[config.mk]
export PLATFORM = sky130hd
export DESIGN_NAME = tt_ref_timer
export DESIGN_NICKNAME = d
export VERILOG_FILES = /design/src/rtl/tt_timer_pkg.sv /design/src/rtl/tt_ref_edge.sv /design/src/rtl/tt_count_core.sv /design/src/rtl/tt_ovf_status.sv /design/src/rtl/tt_stamp_reg.sv /design/src/rtl/tt_ref_timer.sv
export SDC_FILE = /design/constraint.sdc
export NUM_CORES = 1
export LEC_CHECK = 0
export BUFFER_PORTS_ARGS = -buffer_cell sky130_fd_sc_hd__buf_2
export CORE_MARGIN = 2
export CORE_UTILIZATION = 46
export DETAILED_ROUTE_END_ITERATION = 10
export GPL_TIMING_DRIVEN = 0
export HOLD_SLACK_MARGIN = 0.03
export PLACE_DENSITY_LB_ADDON = 0.05
export REMOVE_ABC_BUFFERS = 1
export SETUP_SLACK_MARGIN = 0.02
export SLEW_MARGIN = 20
export SYNTH_ARGS = -nofsm -noshare
export SYNTH_HDL_FRONTEND = slang
export SYNTH_HIERARCHICAL = 1
export SYNTH_SLANG_ARGS = --single-unit
[constraint.sdc]
create_clock -name clk -period 1.8 [get_ports clk]
set_input_delay 0.36 -clock clk [delete_from_list [all_inputs] [get_ports clk]]
set_output_delay 0.36 -clock clk [all_outputs]
set_load 0.03 [all_outputs]
[src/rtl/tt_timer_pkg.sv]
package tt_timer_pkg;

  typedef enum logic [2:0] {
    STEP_HOLD   = 3'd0,
    STEP_INC    = 3'd1,
    STEP_WRAP   = 3'd2,
    STEP_FREEZE = 3'd3,
    STEP_CLEAR  = 3'd4
  } step_e;

  // Decide how the counter moves on this edge; restart wins over everything.
  function automatic step_e pick_step(input logic restart, input logic tick,
                                      input logic is_frozen, input logic at_top,
                                      input logic sat_en);
    step_e s;
    if (restart)                s = STEP_CLEAR;
    else if (!tick || is_frozen) s = STEP_HOLD;
    else if (!at_top)           s = STEP_INC;
    else if (sat_en)            s = STEP_FREEZE;
    else                        s = STEP_WRAP;
    return s;
  endfunction

  // Rising edge between the previous and present sample of a level flag.
  function automatic logic rise_of(input logic prev, input logic now);
    return now & ~prev;
  endfunction

  // Sticky flag update: a set outranks a clear in the same cycle.
  function automatic logic sticky_next(input logic cur, input logic set,
                                       input logic clr);
    logic n;
    if (set)      n = 1'b1;
    else if (clr) n = 1'b0;
    else          n = cur;
    return n;
  endfunction

endpackage

[src/rtl/tt_ref_edge.sv]
module tt_ref_edge
  import tt_timer_pkg::*;
(
  input  logic clk,
  input  logic rst_n,
  input  logic rdy_lvl,
  input  logic mode_on,
  input  logic sw_clr,
  output logic ref_evt,
  output logic restart
);
  logic rdy_q;

  always_ff @(posedge clk or negedge rst_n) begin
    if (!rst_n) rdy_q <= 1'b0;
    else        rdy_q <= rdy_lvl;
  end

  assign ref_evt = mode_on & rise_of(rdy_q, rdy_lvl);
  assign restart = ref_evt | sw_clr;
endmodule

[src/rtl/tt_count_core.sv]
module tt_count_core
  import tt_timer_pkg::*;
#(
  parameter int CNT_W = 16
) (
  input  logic             clk,
  input  logic             rst_n,
  input  logic             tick,
  input  logic             restart,
  input  logic             sat_en,
  output logic [CNT_W-1:0] value,
  output logic             is_frozen,
  output logic             freeze_evt,
  output logic             wrap_evt
);
  localparam logic [CNT_W-1:0] TOP = {CNT_W{1'b1}};

  step_e step;
  assign step       = pick_step(restart, tick, is_frozen, value == TOP, sat_en);
  assign freeze_evt = (step == STEP_FREEZE);
  assign wrap_evt   = (step == STEP_WRAP);

  always_ff @(posedge clk or negedge rst_n) begin
    if (!rst_n) begin
      value     <= '0;
      is_frozen <= 1'b0;
    end else begin
      case (step)
        STEP_CLEAR: begin
          value     <= '0;
          is_frozen <= 1'b0;
        end
        STEP_INC:    value     <= value + 1'b1;
        STEP_WRAP:   value     <= '0;
        STEP_FREEZE: is_frozen <= 1'b1;
        default:     value     <= value;
      endcase
    end
  end
endmodule

[src/rtl/tt_ovf_status.sv]
module tt_ovf_status
  import tt_timer_pkg::*;
(
  input  logic clk,
  input  logic rst_n,
  input  logic set_evt,
  input  logic rd_clr,
  input  logic irq_en,
  output logic flag,
  output logic irq
);
  always_ff @(posedge clk or negedge rst_n) begin
    if (!rst_n) flag <= 1'b0;
    else        flag <= sticky_next(flag, set_evt, rd_clr);
  end

  assign irq = flag & irq_en;
endmodule

[src/rtl/tt_stamp_reg.sv]
module tt_stamp_reg #(
  parameter int CNT_W = 16
) (
  input  logic             clk,
  input  logic             rst_n,
  input  logic             grab,
  input  logic             mode_on,
  input  logic [CNT_W-1:0] src,
  output logic [CNT_W-1:0] global_q,
  output logic [CNT_W-1:0] mbox_q
);
  always_ff @(posedge clk or negedge rst_n) begin
    if (!rst_n)    global_q <= '0;
    else if (grab) global_q <= src;
  end

  assign mbox_q = mode_on ? '0 : global_q;
endmodule

[src/rtl/tt_ref_timer.sv]
module tt_ref_timer #(
  parameter int CNT_W = 16
) (
  input  logic             clk,
  input  logic             rst_n,
  input  logic             tick_en,
  input  logic             tt_mode,
  input  logic             freeze_en,
  input  logic             last_mb_rdy,
  input  logic             cnt_clr,
  input  logic             stat_rd,
  input  logic             ovf_ie,
  input  logic             stamp_evt,
  output logic [CNT_W-1:0] count,
  output logic             frozen,
  output logic             ovf_flag,
  output logic             ovf_irq,
  output logic [CNT_W-1:0] stamp,
  output logic [CNT_W-1:0] mb_stamp
);
  logic ref_evt;
  logic restart;
  logic freeze_evt;
  logic wrap_evt;

  tt_ref_edge u_edge (
    .clk(clk), .rst_n(rst_n), .rdy_lvl(last_mb_rdy), .mode_on(tt_mode),
    .sw_clr(cnt_clr), .ref_evt(ref_evt), .restart(restart)
  );

  tt_count_core #(.CNT_W(CNT_W)) u_core (
    .clk(clk), .rst_n(rst_n), .tick(tick_en), .restart(restart),
    .sat_en(freeze_en), .value(count), .is_frozen(frozen),
    .freeze_evt(freeze_evt), .wrap_evt(wrap_evt)
  );

  tt_ovf_status u_ovf (
    .clk(clk), .rst_n(rst_n), .set_evt(freeze_evt), .rd_clr(stat_rd),
    .irq_en(ovf_ie), .flag(ovf_flag), .irq(ovf_irq)
  );

  tt_stamp_reg #(.CNT_W(CNT_W)) u_stamp (
    .clk(clk), .rst_n(rst_n), .grab(stamp_evt), .mode_on(tt_mode),
    .src(count), .global_q(stamp), .mbox_q(mb_stamp)
  );
endmodule

Word level (Yosys, flattened, before mapping):

Index checks and enable logic that the tools add are counted.

* bits in registers: 35
* input port bits: 10
* output and inout bits: 51
* logic and storage cells: 31

* $add $sub $neg: 1
* eq/ne operators: 5
* multiplexer cells: 9
* bitwise operators: 5
* reduce and logical (&&, ||, !) cells: 6

Operator list (number)
* $pmux 16 s2: 1
* $add 16x1->16 const B: 1
* $eq 16x16->1 const B: 1
* $mux 16: 1
* $mux 3: 3
* $eq 3x2->1 const B: 2
* $reduce_bool 2->1: 3
* $and 1x1->1: 3
* $eq 3x1->1 const B: 1
* $eq 3x3->1 const B: 1
* $mux 1: 3
* $pmux 1 s2: 1
* $reduce_or 2->1: 1
* $logic_not 1->1: 1
* $logic_or 1x1->1: 1
* $not 1->1: 1
* $or 1x1->1: 1

Logic depth before layout (Yosys ltp):

Gate-level depths: netlist (run 1).

* depth in word-level cells: 8
* mapped depth: 7
* depth with buffers taken out: 6

Hierarchy:

The synthesis (run 1) kept the hierarchy.

By module, submodules not included
* tt_count_core: times used 1, cells an instance 109, area each 1054.8 um2, sequential area each 425.4 um2
* tt_stamp_reg: times used 1, cells an instance 51, area each 768.2 um2, sequential area each 400.4 um2
* tt_ovf_status: times used 1, cells an instance 4, area each 42.5 um2, sequential area each 25.0 um2
* tt_ref_edge: times used 1, cells an instance 4, area each 40.0 um2, sequential area each 25.0 um2

Worst setup path before layout (run 1):

Ideal clock, no wire load.

* path type: register to register
* from: reg u_core.value[0]
* to: reg u_core.value[9]
* setup time: 0.073 ns
* arrival: 2.024 ns
* data required time: 1.727 ns
* path slack: -0.297 ns
* cell stages (with the launch flop): 8
* buffers on the path: 2
* period minus slack after synthesis: 2.097 ns
* path through: dfrtp_1 ha_1 and3_1 buf_2 and4_4 buf_6 or4_4 a21oi_2

* cells in the longest elaborated chain, start to end: 7
* elaborated cells between the ends (all ways): 11
* classes of those cells: add/sub (1); eq/ne (4); mux (4); reduce/logical (2)

RTL lines
* start: declaration: line tt_count_core.sv:11 `output logic [CNT_W-1:0] value,`
* start signal: assignment: line tt_count_core.sv:33 `STEP_INC: value <= value + 1'b1;`
* start signal: assignment: line tt_count_core.sv:36 `default: value <= value;`
* $eq 16x16->1: line tt_count_core.sv:19 `assign step = pick_step(restart, tick, is_frozen, value == TOP, sat_en);`
* $mux 3: line tt_timer_pkg.sv:18 `else if (!at_top) s = STEP_INC;`
* $mux 3: line tt_timer_pkg.sv:17 `else if (!tick || is_frozen) s = STEP_HOLD;`
* $mux 3: line tt_timer_pkg.sv:16 `if (restart) s = STEP_CLEAR;`
* $eq 3x3->1 or $eq 3x2->1 (tied branches)
* $reduce_or 2->1 (no source line)
* $pmux 16 s2 or $reduce_bool 2->1 (tied branches)

Several ways; a longest one is shown, not always the timed one.
A chain may end at the register's enable or synchronous reset.

Worst setup path after layout (run 1):

* from: reg u_core.value[1]
* to: reg u_core.value[14]

Same word-level chain as after synthesis.

==> results.md, run 1 <==
Clock network:
- The clock insertion delay at the later pin of the skew report is between 0.2 and 0.3 ns.
- The clock buffer count from CTS is 5.
- The clock-pin slew of the registers on the worst-case setup and hold paths is 0.07 ns.
- The count of hold-fix buffers inserted at cts is 0.
- The CTS tree is built.
- The worst-case clock buffer depth is 2.
- The buffer type at the clock tree root is clkbuf_8.
- For this design, the sink count on the clock tree is 35.
- CTS built an H-tree with a depth of 2.

Placement:
- Detailed placement ended at an HPWL of around 3000 µm.
- The number of cells after detailed placement is about 270.
- Routability-driven placement finished with a final weighted congestion of about 0.83.
- The instance area at placement is 2181 µm².
- The count of input and output buffers is 60.

Cells and area:
- The filler-free cell count of the finished design is approximately 300.
- Cells fill 65.63% of the core in the end.
- From synthesis to final layout, the design area changed by 37.40%.
- The fraction of layout instances using a drive strength above 1 is between 50% and 60%.
- The layout has 323 filler cells.
- The final net count is 263.
- The repair_antennas step left the layout with diodes totalling 0.
- The cell area after layout is roughly 2600 µm².

Pwr:
- Net switching is between 20% and 30% of the power.
- Cell internal power was estimated by the tool at 0.001122 W.
- The net switching component of the power is 0.0003678 W.
- Across the VDD grid, the largest voltage drop is approximately 0.39 mV.
- The total power density per cell area is about 570 nW/µm².
- For this design the static power due to leakage is between 1 and 1.5 nW.
- In this run, the clock network consumes 37.1% of the power.
- The share of total power in combinational logic is around a tenth.
- Summing internal, switching and leakage power gives 0.001490 W.
- In this run, flip-flops and latches consume a little over half of the power.

Setup path:
- Traced cell by cell, the critical path runs through ha_4 -> and3_4 -> nand3_4 -> buf_6 -> o31ai_4 -> clkbuf_16 -> a21oi_2.
- The arrival time of the worst setup path is slightly below 2 ns.
- Of all nets on the critical path, the largest fanout is 7.
- The slowest stage cell on the critical path is dfrtp_2.
- STA classifies the critical path startpoint as a register.
- The largest single stage delay on the critical path is roughly 0.43 ns.
- The category of the most critical setup path is register to register.
- The capture instance of the worst register-to-register path is u_core/value[14].
- The number of cells on the worst reg-to-reg path is 7.
- The worst register-to-register path has a setup slack of -0.03 ns.
- The startpoint of the most critical register-to-register path is u_core/value[1].
- At the worst endpoint, the required time is between 1.5 and 2 ns.
- The worst setup path is captured at a register.

Detailed routing:
- After detailed routing, the number of remaining DRC violations is 0.
- The starting DRC count in detailed routing is 78.
- Summed over all layers, the routed wires come to roughly 4700 µm.
- After detailed routing, the average wire length per cell comes to around 16 µm.
- The routed via count divided by cell count is 5.416.
- The total iterations of the first detailed-routing run is 4.
- The number of antenna-violating nets in the routed design is 0.
- The via total after detailed routing is approximately 1600.

STA:
- The final critical path takes up 101.4% of the cycle.
- Subtracting the final worst setup slack from the clock period gives around 1.8 ns.
- The largest clock skew in the final design is approximately 0.0089 ns.
- The number of hold-slack violations in the final timing report is 0.
- The number of pins with negative max-slew slack in the final report came to 0.
- Setup repair after global routing could not meet its margin everywhere.
- The smallest hold slack is 0.1445 ns.
- At the pin with the least slew margin, the transition time is approximately 0.77 ns.
- The post-layout worst setup margin is -0.02516 ns.
- The highest clock rate is approximately 550 MHz.
- The normalized max-slew margin is 48.45%.
- Setup violations remaining at the end of the flow were counted as 8.

Yosys:
- For this run, the number of Yosys warnings is 6.
- The count of mapped cells out of synthesis is approximately 170.
- The synthesized area divided by synthesized cell count is about 11 µm².
- After synthesis the cells add up to about 1900 µm².

Floorplanning:
- The initial cell density of the core is 47.76%.
- The area of the core region is 3971 µm².
- The die covers around 4700 µm².
- The number of rows in the core area is 23.
- The die width is between 60 and 70 µm.
- The height of the chip is roughly 68 µm.
- During I/O placement, the number of pins put on the boundary was slightly above 60.

Global route:
- The number of global-route vias before repair came to roughly 1400.
- The total overflow left after global routing is 0.
- Entering global routing, the biggest net connects 36 pins.
- The global-route wire length before repair is approximately 6700 µm.
- The number of antenna violations at the first check in global routing is 0.
- Global routing used about a fifth of the available tracks.

Worst hold path:
- The class of the tightest hold or removal check is input port to async pin.

Flow run:
- The count of max-cap constraint violations is 0.

Run status:
- The run finished, with violations left.
- The final reports fail on setup timing.
area by class of cell:
| type | instances | area (µm²) | share of cell area, % |
|---|---|---|---|
| Clock buffer | 5 | 68.82 | 2.640 |
| Clock inverter | 3 | 20.02 | 0.7681 |
| Inverter | 4 | 15.01 | 0.5761 |
| Multi-Input combinational cell | 119 | 1015 | 38.93 |
| Sequential cell | 35 | 885.9 | 33.99 |
| Tap cell | 50 | 62.56 | 2.400 |
| Timing Repair Buffer | 87 | 539.3 | 20.69 |
placed cells by master (no fill, tap or decap), types with 2 or more instances in the layout:
| cell type | count |
|---|---|
| inv_1 | 4 |
| clkinvlp_4 | 2 |
| and4_4 | 3 |
| nand3_1 | 7 |
| clkbuf_8 | 5 |
| nand2_1 | 5 |
| and3_1 | 4 |
| a211oi_1 | 3 |
| o31ai_1 | 2 |
| nor2b_1 | 4 |
| nand4_1 | 4 |
| buf_2 | 59 |
| or4_4 | 2 |
| and2_1 | 3 |
| mux2_4 | 10 |
| mux2_2 | 7 |
| nor2_1 | 7 |
| o21ai_0 | 4 |
| dfrtp_2 | 8 |
| nor3_2 | 2 |
| a21oi_2 | 3 |
| and2b_1 | 12 |
| a21oi_1 | 10 |
| dfrtp_1 | 27 |
| a21o_1 | 3 |
| buf_4 | 25 |
| or3_1 | 3 |
sequential cells by signal, indices dropped and copies added (netlist names):
signal	cells
u_core/is_frozen	1
u_stamp/global_q	16
u_edge/rdy_q	1
u_ovf/flag	1
u_core/value	16
layer usage:
metal	global-route usage, %	part of all wire (%)
met1	27.19	45
met4	5.750	1.4
met3	5.099	5.4
met5	0	0
met2	29.85	48
stage by stage:
step | setup slack, ns | setup TNS, ns
after floorplan | -0.2481 | -3.425
after global placement | -0.6291 | -9.462
after detailed placement | -0.7073 | -10.54
after CTS | 0.02399 | 0
after global routing | -0.05631 | -0.3964
final | -0.02516 | -0.1219
what timing repair did:
action,4_1_cts,5_1_grt
setup buffers,14,12
gates resized for setup,9,19
endpoints found under the setup margin,16,16
pin swaps,3,8
gates cloned,0,1
critical path, delay by kind of cell (launching register included):
family	cells	cell delay, ns
fa+ha+maj	1	0.15
flops	1	0.43
compound gates	2	0.40
buf+inv	2	0.38
simple gates	2	0.33
power by group through the flow:
stage	logic (W)	registers, W	clock network [W]
floorplan	0.0000371	0.000819	0
global placement	0.0000959	0.000811	0
detailed placement	0.0000982	0.000811	0
finish	0.000140	0.000797	0.000553
CTS	0.000121	0.000795	0.000570
global route	0.000151	0.000797	0.000603
worst max-delay path by stage:
stage	depth (start not counted)	startpoint	end	slack, ns
2_1_floorplan	5	u_core/value[0]	u_core/value[10]	-0.25
3_3_place_gp	7	tt_mode	u_core/value[2]	-0.63
3_5_place_dp	7	tt_mode	u_core/value[2]	-0.71
4_1_cts	5	u_core/value[0]	u_core/value[9]	0.02
5_1_grt	7	u_core/value[1]	u_core/value[15]	-0.06
6_report	7	u_core/value[1]	u_core/value[14]	-0.03
(Power assumes the default switching activity.)
==> run 2, diff against run 1 <==
Settings changed: GPL_TIMING_DRIVEN 0 to unset, RECOVER_POWER set to 50.
==> results.md, run 2 (synthesized netlist as in run 1, its figures left out) <==
Setup path:
- The element type at the critical path start is a register.
- The category of the most critical setup path is register to register.
- The critical path endpoint category is a register.
- The maximum fanout along the worst path is 7.
- The critical path goes through ha_2 -> and3_4 -> buf_4 -> nand2_1 -> or4_1 -> a21oi_2.
- The arrival time of the worst setup path is approximately 1.9 ns.
- The data required time of the worst path is ~2.0 ns.
- Broken down by cell family, the worst path's largest delay share belongs to simple AND/OR/NAND/NOR gates.
- The number of buffers and inverters on the critical path is 1.
- The slowest stage cell on the critical path is or4_1.
- For this run, the slowest stage of the critical path takes roughly 0.48 ns.

Detailed routing:
- The total wire length is roughly 4700 µm.
- Detailed routing inserted a total of around 1600 vias.
- After detailed routing, the number of vias per cell comes to around 5.4.
- The starting DRC count in detailed routing is approximately 80.
- After detailed routing, the average wire length per cell comes to roughly 16 µm.
- For this run, design rule violations remaining after detail routing come to 0.
- Once detail routing completed, the nets flagged for antenna violations numbered 0.
- The total iterations of the first detailed-routing run is 4.

Worst hold path:
- The path class of the tightest hold or removal check is input port to register.

STA:
- The smallest hold slack is about 0.2 ns.
- In this run the tightest slew margin relative to its limit is between 30% and 40%.
- Setup violations remaining at the end of the flow were counted as 0.
- The number of pins with negative max-slew slack in the final report is 0.
- The post-layout worst setup margin is around 0.099 ns.
- The highest clock rate is 587.9 MHz.
- Setup repair after global routing left no endpoint under its margin.
- The worst-margin pin slew is 0.9621 ns.
- For the finished layout, the period the worst path requires is about 1.7 ns.
- After layout, the worst path uses a little over nine tenths of the clock period.
- The number of hold-slack violations in the final timing report is 0.
- The largest clock skew in the final design is around 0.0041 ns.
- The setup TNS after final layout is 0 ns.

Placement:
- The HPWL after detailed placement is about 3500 µm.
- In this run the tool buffered the top-level ports with 60 buffer cells.
- Prior to clock tree synthesis, the placed netlist has a worst setup slack of -0.09934 ns.
- The final weighted congestion in routability-driven placement is just under 0.9.

Cells and area:
- 0 antenna diodes ended up in the layout.
- The library cell used most frequently in the layout, excluding fill and tap cells, is buf_2.
- The register cell area after layout is between 800 and 900 µm².
- The final layout contains 260 nets.
- The layout filler cell count is ~360.
- The fraction of layout instances using a drive strength above 1 is between 40% and 50%.
- The layout overhead on the synthesized area is 28.23%.
- In the layout the commonest cells are 51 x buf_2, 35 x dfrtp_1, 22 x buf_4.
- In the final layout, the registers with the most flip-flops are u_core/value x16, u_stamp/global_q x16.
- The area taken by multi-input logic gates is between 900 and 1000 µm².
- Once layout is complete, the utilization of the core stands at 61.25%.

Run status:
- The flow ran to the end, and the final reports show no timing, DRC or antenna violations.

Global route:
- The number of antenna violations at the first check in global routing came to 0.
- The total global routing overflow is 0.
- The global routing usage summed across all routing layers is about 22%.
- The number of global-route vias before repair is between 1500 and 2000.
- The first global-routing pass estimated 7534 µm of wire.
- The maximum number of pins on one net before global-route repair is 36.

Pwr:
- Summed over all cells, the static leakage comes to ~1.3 nW.
- Summing internal, switching and leakage power gives around 0.0015 W.
- The total power density per cell area is slightly above 600 nW/µm².
- VDD sags by at most roughly 0.45 mV.

Floorplanning:
- Row generation in the floorplan step produced 23 rows.
- The die footprint is between 4000 and 5000 µm².
- The initial cell density of the core is ~48%.
- The floorplan step set the die height to 68.22 µm.
- The die is approximately 68 µm wide.
- The total I/O pin count is just over 60.
- The total area inside the core boundary comes to ~4000 µm².

Clock network:
- Buffers inserted during clock tree synthesis total 5.
- The clock insertion delay at the later pin of the skew report is ~0.28 ns.
- The longest clock path from root to sink contains 2 buffers.
- The CTS tree is built.
- The tree built by TritonCTS fans out to 35 sinks.
- The count of hold-fix buffers inserted at cts is 0.
- The clock-pin slew of the registers on the worst-case setup and hold paths is roughly 0.070 ns.
- CTS built an H-tree with a depth of 2.
- In this run the clock root is driven by a clkbuf_8.

Flow run:
- The count of max-cap constraint violations is 0.
[run 2: layer usage]
metal | wire (µm) | vias to the layer above | track usage, %
met3 | 227 | 3 | 5.921
met4 | 29 | 0 | 6.000
met5 | 0 | - | 0
met2 | 2263 | 55 | 35.32
li1 | - | 775 | -
met1 | 2151 | 790 | 29.60
[run 2: path summary, 6_finish.rpt]
kind,from,endpoint,slack [ns],cells after the start
worst max-delay path,u_core/value[1],u_core/value[6],0.1,6
worst min-delay path,last_mb_rdy,u_edge/rdy_q,0.20,1
worst max register to register,u_core/value[1],u_core/value[6],0.1,6
worst min register to register,u_ovf/flag,u_ovf/flag,0.51,1
max in group asynchronous,rst_n,u_core/value[2],0.99,2
min in group asynchronous,rst_n,u_stamp/global_q[5],0.27,2
[run 2: power breakdown]
| part | leakage [nW] | switching (W) | internal (W) |
|---|---|---|---|
| Combinational | 0.763 | 0.0000712 | 0.0000436 |
| Sequential | 0.486 | 0.00000302 | 0.000792 |
| Clock | 0.0470 | 0.000266 | 0.000300 |
| Total | 1.30 | 0.000340 | 0.00114 |
[run 2: what timing repair did]
action | 4_1_cts | 5_1_grt
pin swaps | 0 | 1
endpoints found under the setup margin | 1 | 10
gates resized for setup | 0 | 5
setup buffers | 0 | 1
gates cloned | 0 | 0
[run 2: through the flow]
stage	std cells	instance area (µm²)
2_1_floorplan	158	1818
3_3_place_gp	291	2366
3_5_place_dp	291	2366
4_1_cts	298	2454
5_1_grt	299	2432
6_report	299	2432
[run 2: final cells by class]
cell class | instances | share of cell area (%)
Timing Repair Buffer | 84 | 19.70
Clock inverter | 1 | 0.2058
Multi-Input combinational cell | 119 | 37.50
Tap cell | 50 | 2.572
Inverter | 4 | 0.6173
Clock buffer | 6 | 3.395
Sequential cell | 35 | 36.01
